`config.mk`:
```
export PLATFORM = sky130hd
export DESIGN_NAME = pcie_legacy_status
export DESIGN_NICKNAME = d
export VERILOG_FILES = /design/src/rtl/pcie_stat_pkg.sv /design/src/rtl/pcie_stat_evmap.sv /design/src/rtl/pcie_stat_rc_bit.sv /design/src/rtl/pcie_legacy_status.sv
export SDC_FILE = /design/constraint.sdc
export NUM_CORES = 1
export LEC_CHECK = 0
export BUFFER_PORTS_ARGS = -buffer_cell sky130_fd_sc_hd__buf_2
export CORE_UTILIZATION = 28
export CTS_CLUSTER_DIAMETER = 50
export DETAILED_ROUTE_END_ITERATION = 12
export PLACE_DENSITY = 0.74
export RECOVER_POWER = 100
export SYNTH_ARGS = -nofsm -noshare
export SYNTH_HDL_FRONTEND = slang
export SYNTH_SLANG_ARGS = --single-unit
```
`constraint.sdc`:
```
create_clock -name clk -period 0.9 [get_ports clk]
set_clock_uncertainty 0.15 [all_clocks]
set_input_delay 0.09 -clock clk [delete_from_list [all_inputs] [get_ports clk]]
set_output_delay 0.09 -clock clk [all_outputs]
set_load 0.02 [all_outputs]
```
`src/rtl/pcie_stat_pkg.sv`:
```
package pcie_stat_pkg;
  localparam int REG_W   = 16;
  localparam int BYTE_W  = 8;
  localparam int BE_W    = REG_W / BYTE_W;
  localparam int NUM_RC  = 6;

  // Positions of the sticky flags; software decodes these offsets.
  localparam int POS_PERR_DET = 15;
  localparam int POS_SERR_SIG = 14;
  localparam int POS_MABT_RX  = 13;
  localparam int POS_TABT_RX  = 12;
  localparam int POS_TABT_TX  = 11;
  localparam int POS_MPERR    = 8;
  localparam int POS_CAP_LIST = 4;
  localparam int POS_INT_STAT = 3;

  localparam int RC_POS [NUM_RC] = '{POS_PERR_DET, POS_SERR_SIG, POS_MABT_RX,
                                     POS_TABT_RX, POS_TABT_TX, POS_MPERR};

  typedef struct packed {
    logic poison_rx;
    logic errmsg_tx;
    logic cpl_ur_rx;
    logic cpl_ca_rx;
    logic cpl_ca_tx;
    logic poison_cpl_rd;
    logic poison_wr_tx;
  } stat_ev_t;
endpackage

```
`src/rtl/pcie_stat_evmap.sv`:
```
module pcie_stat_evmap
  import pcie_stat_pkg::*;
(
  input  stat_ev_t          ev,
  input  logic              serr_en,
  input  logic              perr_resp,
  output logic [NUM_RC-1:0] set_o
);
  // Index order follows RC_POS in the package.
  always_comb begin
    set_o[0] = ev.poison_rx;
    set_o[1] = ev.errmsg_tx & serr_en;
    set_o[2] = ev.cpl_ur_rx;
    set_o[3] = ev.cpl_ca_rx;
    set_o[4] = ev.cpl_ca_tx;
    set_o[5] = (ev.poison_cpl_rd | ev.poison_wr_tx) & perr_resp;
  end
endmodule

```
`src/rtl/pcie_stat_rc_bit.sv`:
```
module pcie_stat_rc_bit (
  input  logic clk,
  input  logic rst,
  input  logic set_i,
  input  logic clr_i,
  output logic q_o
);
  always_ff @(posedge clk) begin
    if (rst)        q_o <= 1'b0;
    else if (set_i) q_o <= 1'b1;
    else if (clr_i) q_o <= 1'b0;
  end


  set_wins_chk: assert property (@(posedge clk) disable iff (rst)
    set_i |=> q_o);

  w1c_clear_chk: assert property (@(posedge clk) disable iff (rst)
    (clr_i && !set_i) |=> !q_o);

  idle_hold_chk: assert property (@(posedge clk) disable iff (rst)
    (!set_i && !clr_i) |=> $stable(q_o));
endmodule

```
`src/rtl/pcie_legacy_status.sv`:
```
module pcie_legacy_status
  import pcie_stat_pkg::*;
(
  input  logic        clk,
  input  logic        rst,
  input  logic        ev_poison_rx,
  input  logic        ev_errmsg_tx,
  input  logic        ev_cpl_ur_rx,
  input  logic        ev_cpl_ca_rx,
  input  logic        ev_cpl_ca_tx,
  input  logic        ev_poison_cpl_rd,
  input  logic        ev_poison_wr_tx,
  input  logic        cmd_serr_en,
  input  logic        cmd_perr_resp,
  input  logic        intx_pending,
  input  logic        wr_en,
  input  logic [1:0]  wr_be,
  input  logic [15:0] wr_data,
  output logic [15:0] rd_data
);
  stat_ev_t          ev;
  logic [NUM_RC-1:0] set_v;
  logic [NUM_RC-1:0] clr_v;
  logic [NUM_RC-1:0] q_v;
  logic              int_q;

  assign ev = '{poison_rx: ev_poison_rx, errmsg_tx: ev_errmsg_tx,
                cpl_ur_rx: ev_cpl_ur_rx, cpl_ca_rx: ev_cpl_ca_rx,
                cpl_ca_tx: ev_cpl_ca_tx, poison_cpl_rd: ev_poison_cpl_rd,
                poison_wr_tx: ev_poison_wr_tx};

  pcie_stat_evmap u_map (
    .ev        (ev),
    .serr_en   (cmd_serr_en),
    .perr_resp (cmd_perr_resp),
    .set_o     (set_v)
  );

  for (genvar i = 0; i < NUM_RC; i++) begin : g_rc
    localparam int P = RC_POS[i];
    assign clr_v[i] = wr_en & wr_be[P / BYTE_W] & wr_data[P];
    pcie_stat_rc_bit u_bit (
      .clk   (clk),
      .rst   (rst),
      .set_i (set_v[i]),
      .clr_i (clr_v[i]),
      .q_o   (q_v[i])
    );
  end

  always_ff @(posedge clk) begin
    if (rst) int_q <= 1'b0;
    else     int_q <= intx_pending;
  end

  always_comb begin
    rd_data = '0;
    for (int k = 0; k < NUM_RC; k++) rd_data[RC_POS[k]] = q_v[k];
    rd_data[POS_CAP_LIST] = 1'b1;
    rd_data[POS_INT_STAT] = int_q;
  end


  fixed_bits_chk: assert property (@(posedge clk)
    !rst |=> (rd_data[4] && rd_data[10:9] == 2'b00 && !rd_data[7] &&
              !rd_data[6] && !rd_data[5] && rd_data[2:0] == 3'b000));

  int_follow_chk: assert property (@(posedge clk)
    !rst |=> rd_data[3] == $past(intx_pending));

  serr_gate_chk: assert property (@(posedge clk) disable iff (rst)
    $rose(rd_data[14]) |-> $past(ev_errmsg_tx && cmd_serr_en));

  mperr_gate_chk: assert property (@(posedge clk) disable iff (rst)
    $rose(rd_data[8]) |-> $past(cmd_perr_resp &&
                                (ev_poison_cpl_rd || ev_poison_wr_tx)));

  perr_det_chk: assert property (@(posedge clk) disable iff (rst)
    ev_poison_rx |=> rd_data[15]);

  no_write_hold_chk: assert property (@(posedge clk) disable iff (rst)
    (!wr_en && !ev_poison_rx) |=> !$fell(rd_data[15]));
endmodule

```
# Yosys cells after proc, flatten, opt, wreduce, memory -nomap -nowiden
# Index checks and enable logic that the tools add are counted.
# totals
word_cells	35
out_inout_bits	16
ff_bits	7
# op_classes
mux	12
n_bitwise	10
reduce_logical	6
# ops
cell	count
two-way mux 1 bit	12
nonzero test 2 bit	6
AND 1 bit	9
OR 1 bit	1

# Depth between registers and ports, before layout
# Gate-level depths: netlist (run 1).
# logic_depth
word_depth	4
depth_mapped	2
ltp_nobuf	2

# Hierarchy
# A second synthesis (run 1) with hierarchy kept.
# unflattened
hier_cells	50
area_unflattened_um2	422.9
# by_module_without_submodules
mod	cells_per_inst	n_inst	seq_area_each_um2	area_per_inst_um2
pcie_stat_rc_bit	4	6	20.0	38.8
pcie_legacy_status	20	1	20.0	146.4
pcie_stat_evmap	6	1	0.0	43.8

# Least setup slack after synthesis (run 1)
# No wires, ideal clock.
# synth_timing
path_kind	register to register
from	register, netlist name g_rc[1].u_bit.q_o
to	register g_rc[1].u_bit.q_o
path_slack_ns	0.022
arrival_time_ns	0.654
stages_incl_launch_ff	3
required_time_ns	0.676
cell_sequence	dfxtp_1 a21bo_2 a31oi_1
# synth_rtl
element	line	source
to (signal assigned)	pcie_stat_rc_bit.sv:9	if (rst) q_o <= 1'b0;
to (signal assigned)	pcie_stat_rc_bit.sv:10	else if (set_i) q_o <= 1'b1;
to (signal assigned)	pcie_stat_rc_bit.sv:11	else if (clr_i) q_o <= 1'b0;
to (decl)	pcie_stat_rc_bit.sv:6	output logic q_o

# Worst setup path in the final report (run 1)
# layout_timing
from	register g_rc[1].u_bit.q_o
to	output port rd_data[14]
# layout_rtl
element	line	source
to (decl)	pcie_legacy_status.sv:19	output logic [15:0] rd_data
# No word-level cell between the ends.

==> summary.txt, run 1 <==
CP delay by family, top: flip-flops
Initial Util: 0.304
vias in the first global route: 313
sequential group share of total power: 0.394
Seq cells post-synth: 7
DP Worst Slack: 0.0119 ns
final worst slack: -0.138 ns
Setup crit end kind: primary output
CP cell instances: buf_6 -> buf_6
Pre-Repair DR Iteration Count: 4
fin. max-slew vios: 0
Synth Warn #: 0
Core ar.: 1320 µm²
Mapped Cells: 46
routed via count: 380
die area: 1590 µm²
Placer Congestion: 0.539
highest clock rate: 963 MHz
final hold slack: -0.0418 ns
final-stage net count: 108
TritonCTS Sinks: 7
Starting DRT DRC Count: 5
Layout area overhead: 56.9%
Die Y: 39.8 µm
RSZ-0062 raised after global routing: yes
CTS tree: yes
CTS HTree Levels: 1
Synth Cell Area: 400 µm²
clk_lat worst skew: 0.26 ns
CTS root buffer: clkbuf_4
Final Critical Period: 1.04 ns
fin crit share: 1.15
buffer levels on the longest clock path: 2
WL final: 926 µm
CTS Buf Count: 3
hold buffer count at CTS: 6
routed len/inst: 10.2 µm
layout cell share with drive strength beyond 1: 0.566
Reg clk slew, reported paths: 0.06 ns
Total Power: 900 µW
CP max stage delay: 0.32 ns
Synth Area per Inst: 8.70 µm²
initial antenna violation count: 0
CP startpoint kind: flop
critical path fanouts, max: 2
largest area contributor in the netlist: dfxtp_1
Synth area leaders: dfxtp_1 (35%), buf_4 (30%), and4b_1 (10%)
antenna cell count: 0
switching pwr: 261 µW
GRT overflow: 0
Die Width: 39.8 µm
Combinational Power Share: 0.277
Critical-path top delay cell: dfxtp_2
Port Buffers: 26
Sw Ratio: 0.290
status: complete, but fails checks
Final Setup Violations: 8
failing checks: negative hold slack, negative setup slack
Pwr Density: 1430 nW/µm²
CP Data Arrival Time: 0.80 ns
commonest non-fill, non-tap cell in the layout: buf_2
Leak: 0.325 nW
most frequent cells in the layout: buf_2 (19), conb_1 (9), buf_6 (8)
Max IR drop VDD: 0.000597 V
max-cap check violation count: 0
IO Count: 47
largest net degree at the start of global routing: 9
internal power: 639 µW
clock group share of total power: 0.329
top cell type's share of synthesized area: 0.350
Row Count: 13
Netlist cell types: 14
worst min path class: input pin to flop
crit path kind: flop to primary output
GRT Util Overall: 0.131
register area share after synthesis: 0.350
Via density: 4.18
fill count: 127
DRC errors left: 0
Worst path most repeated cell: buf_6
post-detailed-route count of antenna-violating nets: 0
WP data required: 0.66 ns
endpoints failing hold: 7
first-pass GRT wire length: 1240 µm
count of buffer and inverter cells on the critical path: 2
-- synth_stat cells --
master	instances
nor2_1	4
nand2b_1	2
nor3_1	4
dfxtp_1	7
buf_4	16
and3_2	1
o21ai_0	1
conb_1	2
and4b_1	4
nand2_1	1
a31oi_1	1
nor2b_1	1
o22ai_1	1
a21bo_2	1
-- through the flow --
stage | TNS [ns] | area [µm²] | hold WS [ns] | utilization | instances
final | -0.416 | 628 | -0.0418 | 0.477 | 91
after global routing | -0.706 | 628 | -0.0331 | 0.477 | 91
after floorplan | 0 | 427 | 0.00941 | - | 53
after detailed placement | 0 | 463 | 0.156 | 0.351 | 79
after global placement | 0 | 463 | 0.153 | 0.351 | 79
after CTS | -0.454 | 621 | -0.0615 | 0.471 | 91
-- state kept, by name, summed over array words and instances, names as in the netlist --
register        flops
g_rc.u_bit.q_o      6
int_q               1
-- cell type report --
cell class / count / area (µm²) / share of cell area
sequential: 7 / 148 / 0.235
tap: 15 / 18.8 / 0.0299
clock buffer: 4 / 26.3 / 0.0418
multi-input combinational: 30 / 181 / 0.289
timing repair buffer: 35 / 254 / 0.404
-- repair_timing --
| item | in CTS | in global routing |
|---|---|---|
| pin swaps | 1 | 2 |
| endpoints found under the hold margin | 7 | 7 |
| gates cloned | 0 | 0 |
| resized for setup | 22 | 4 |
| setup endpoints to repair | 8 | 9 |
| setup buffers | 2 | 1 |
-- metal layers --
layer	GRT usage	share of wire
met1	0.130	0.36
met4	0.0776	0.019
met3	0.0852	0.081
met5	0	0
met2	0.201	0.54
-- worst paths after layout --
check                         start                 to  slack (ns)  depth (start not counted)
setup / recovery  g_rc[1].u_bit.q_o        rd_data[14]       -0.14                          2
hold / removal         ev_poison_rx  g_rc[0].u_bit.q_o       -0.04                          3
setup reg to reg  g_rc[1].u_bit.q_o  g_rc[1].u_bit.q_o       -0.03                          4
hold reg to reg   g_rc[2].u_bit.q_o  g_rc[2].u_bit.q_o        0.34                          2
-- power groups by stage --
stage	registers, mW	clock network [mW]	logic, mW
2_1_floorplan	0.350	0	0.161
3_3_place_gp	0.350	0	0.177
3_5_place_dp	0.351	0	0.180
4_1_cts	0.355	0.310	0.240
5_1_grt	0.356	0.332	0.269
6_report	0.354	0.296	0.249
-- tightest hold or removal path, stage by stage --
cell and delay [ns]:
buf_2 0.10, nor2_1 0.09, nor3_1 0.05
-- kinds of logic (layout without fill, tap and decap cells) --
group | count (synthesis) | after routing | share of synthesized area
simple gates | 17 | 17 | 0.262
other cells | 2 | 9 | 0.0188
compound gates | 4 | 4 | 0.0688
flops | 7 | 7 | 0.350
buf+inv | 16 | 39 | 0.300
No activity file was read; power rests on OpenSTA's default activity.
==> run 2: changes to the inputs <==
- CORE_AREA: default -> 2 2 39 41
- CORE_UTILIZATION: 28 -> default
- DIE_AREA: default -> 0 0 41 43
- PLACE_DENSITY: 0.74 -> 0.76
- clock period: 0.9 -> 1.2 ns (I/O delays scaled with it)
==> run 2 against run 1 <==
Utilization shrank 7.0 points. Combinational power down 41%. Sequential cell count stayed put. Clock power fell by 28%. Largest cell class unchanged. Routed wire length fell by 6.7%. Sequential share of layout area rose by 1.4 points. Total power fell by 31%. First-iteration DRC count did not move. Critical path depth up 2. Non-clock buffer count stayed put. The flow now finishes without violations. Register-to-register slack improved by 0.31 ns.
==> summary.txt, run 2 (same netlist as run 1, synthesis figures left out) <==
register bank with the most flops: g_rc.u_bit.q_o
vias in the first global route: 318 (+1.6%)
largest net degree at the start of global routing: 9 (unchanged)
layout cell share with drive strength beyond 1: 0.303 (-0.263)
CP Data Arrival Time: 1.12 ns (+0.32 ns)
# Post-CTS Setup Buffers: 0 (-2)
Max IR drop VDD: 0.000351 V (-41%)
antenna cell count: 0 (unchanged)
final-stage net count: 108 (unchanged)
biggest regs: g_rc.u_bit.q_o x6, int_q x1
fin. max-slew vios: 0 (unchanged)
status: finished, final reports clean
Port Buffers: 26 (unchanged)
first-pass GRT wire length: 1320 µm (+6.0%)
CTS tree: yes
CTS Buf Count: 3 (unchanged)
initial antenna violation count: 0 (unchanged)
fill count: 165 (+30%)
internal power: 443 µW (-31%)
CTS HTree Levels: 1 (unchanged)
max-cap check violation count: 0 (unchanged)
critical path fanouts, max: 2 (unchanged)
Hold Path Stages: 3 (unchanged)
TNS Setup: 0 ns (+0.416 ns)
DRC errors left: 0 (unchanged)
Total Power: 620 µW (-31%)
RSZ-0062 raised after global routing: no
clock group share of total power: 0.344 (+0.015)
switching pwr: 178 µW (-32%)
worst r2r path cells: 2 (-2)
routed len/inst: 9.39 µm (-7.7%)
worst min path class: input pin to flop
most frequent cells in the layout: buf_2 (18), conb_1 (9), clkbuf_1 (9), dlygate4sd3_1 (9), dfxtp_1 (7)
fin crit share: 0.928
Reg clk slew, reported paths: 0.06 ns (about the same)
Pre-Repair DR Iteration Count: 4 (unchanged)
CTS root buffer: clkbuf_4
Starting DRT DRC Count: 5 (unchanged)
Setup crit end kind: flop
routed via count: 366 (-3.7%)
Combinational Power Share: 0.238 (-0.039)
crit path kind: input pin to flop
Sw Ratio: 0.287 (-0.00337)
TritonCTS Sinks: 7 (unchanged)
Row Count: 14 (+1)
highest clock rate: 898 MHz
Leak: 0.279 nW (-14%)
GRT Util Overall: 0.112 (-0.0185)
sequential group share of total power: 0.418 (+0.024)
Final Setup Violations: 0 (-8)
WP data required: 1.21 ns (+0.55 ns)
buffer levels on the longest clock path: 2 (unchanged)
Final Core Density: 0.407 (-0.0699)
die area: 1760 µm² (+11%)
endpoints failing hold: 0 (-7)
Die Y: 43 µm (+8.0%)
Pwr Density: 1100 nW/µm² (-23%)
Layout area overhead: 40.6%
Die Width: 41 µm (+3.0%)
max reg flops: 6 (unchanged)
hold buffer count at CTS: 9 (+3)
WL final: 864 µm (-6.7%)
Initial Util: 0.289 (-0.0146)
GRT overflow: 0 (unchanged)
CP startpoint kind: input pin
Via density: 3.98 (-4.7%)
IO Count: 47 (unchanged)
Placer Congestion: 0.488 (-9.5%)
Final Critical Period: 1.11 ns
post-detailed-route count of antenna-violating nets: 0 (unchanged)
clk_lat worst skew: 0.25 ns (about the same)
commonest non-fill, non-tap cell in the layout: buf_2
Core ar.: 1380 µm² (+5.0%)
cts repair resizes: 0 (-100%)
run 2: changes by cell type in the layout (fill, tap and decap cells not counted), sizes merged:
| cell | previous run | this run |
|---|---|---|
| buf | 29 | 18 |
| clkbuf | 5 | 12 |
| dlygate4sd3 | 5 | 9 |
run 2: path summary, 6_finish.rpt:
kind	from	endpoint	slack, ns
min	cmd_perr_resp	g_rc[5].u_bit.q_o	0.004
max reg2reg	g_rc[1].u_bit.q_o	g_rc[1].u_bit.q_o	0.28
min reg2reg	g_rc[5].u_bit.q_o	g_rc[5].u_bit.q_o	0.32
max	ev_cpl_ca_tx	g_rc[4].u_bit.q_o	0.09
run 2: final cells by class:
cell class	count	area [µm²]	area share
timing repair buffer	35	210	0.373
multi-input combinational	30	166	0.296
tap	16	20.0	0.0356
sequential	7	140	0.249
clock buffer	4	26.3	0.0467
run 2: worst max-delay path, cell delays in order:
cell	delay, ns
dlygate4sd3_1	0.53
buf_2	0.11
and4b_1	0.18
nor3_1	0.18
run 2: power by group through the flow:
stage          clock network, mW  logic (mW)  registers (mW)
2_1_floorplan                  0       0.121           0.263
3_3_place_gp                   0       0.128           0.263
3_5_place_dp                   0       0.131           0.264
4_1_cts                    0.222       0.154           0.259
5_1_grt                    0.239       0.162           0.263
6_report                   0.213       0.148           0.260
run 2: metrics by stage:
stage               hold WS, ns  std cells  instance area (µm²)  setup WS [ns]
finish                  0.00395         92                  563         0.0862
floorplan                0.0394         53                  427          0.322
global placement          0.182         79                  457          0.303
CTS                     0.00316         92                  573          0.130
detailed placement        0.209         79                  457          0.283
global route             0.0374         92                  563         0.0327
run 2: metal layers:
layer	vias up	part of all wire	global-route usage
met5	-	0	0
met3	0	0.10	0.0471
met2	17	0.50	0.188
met4	0	0	0.0400
met1	159	0.39	0.119
li1	190	-	-
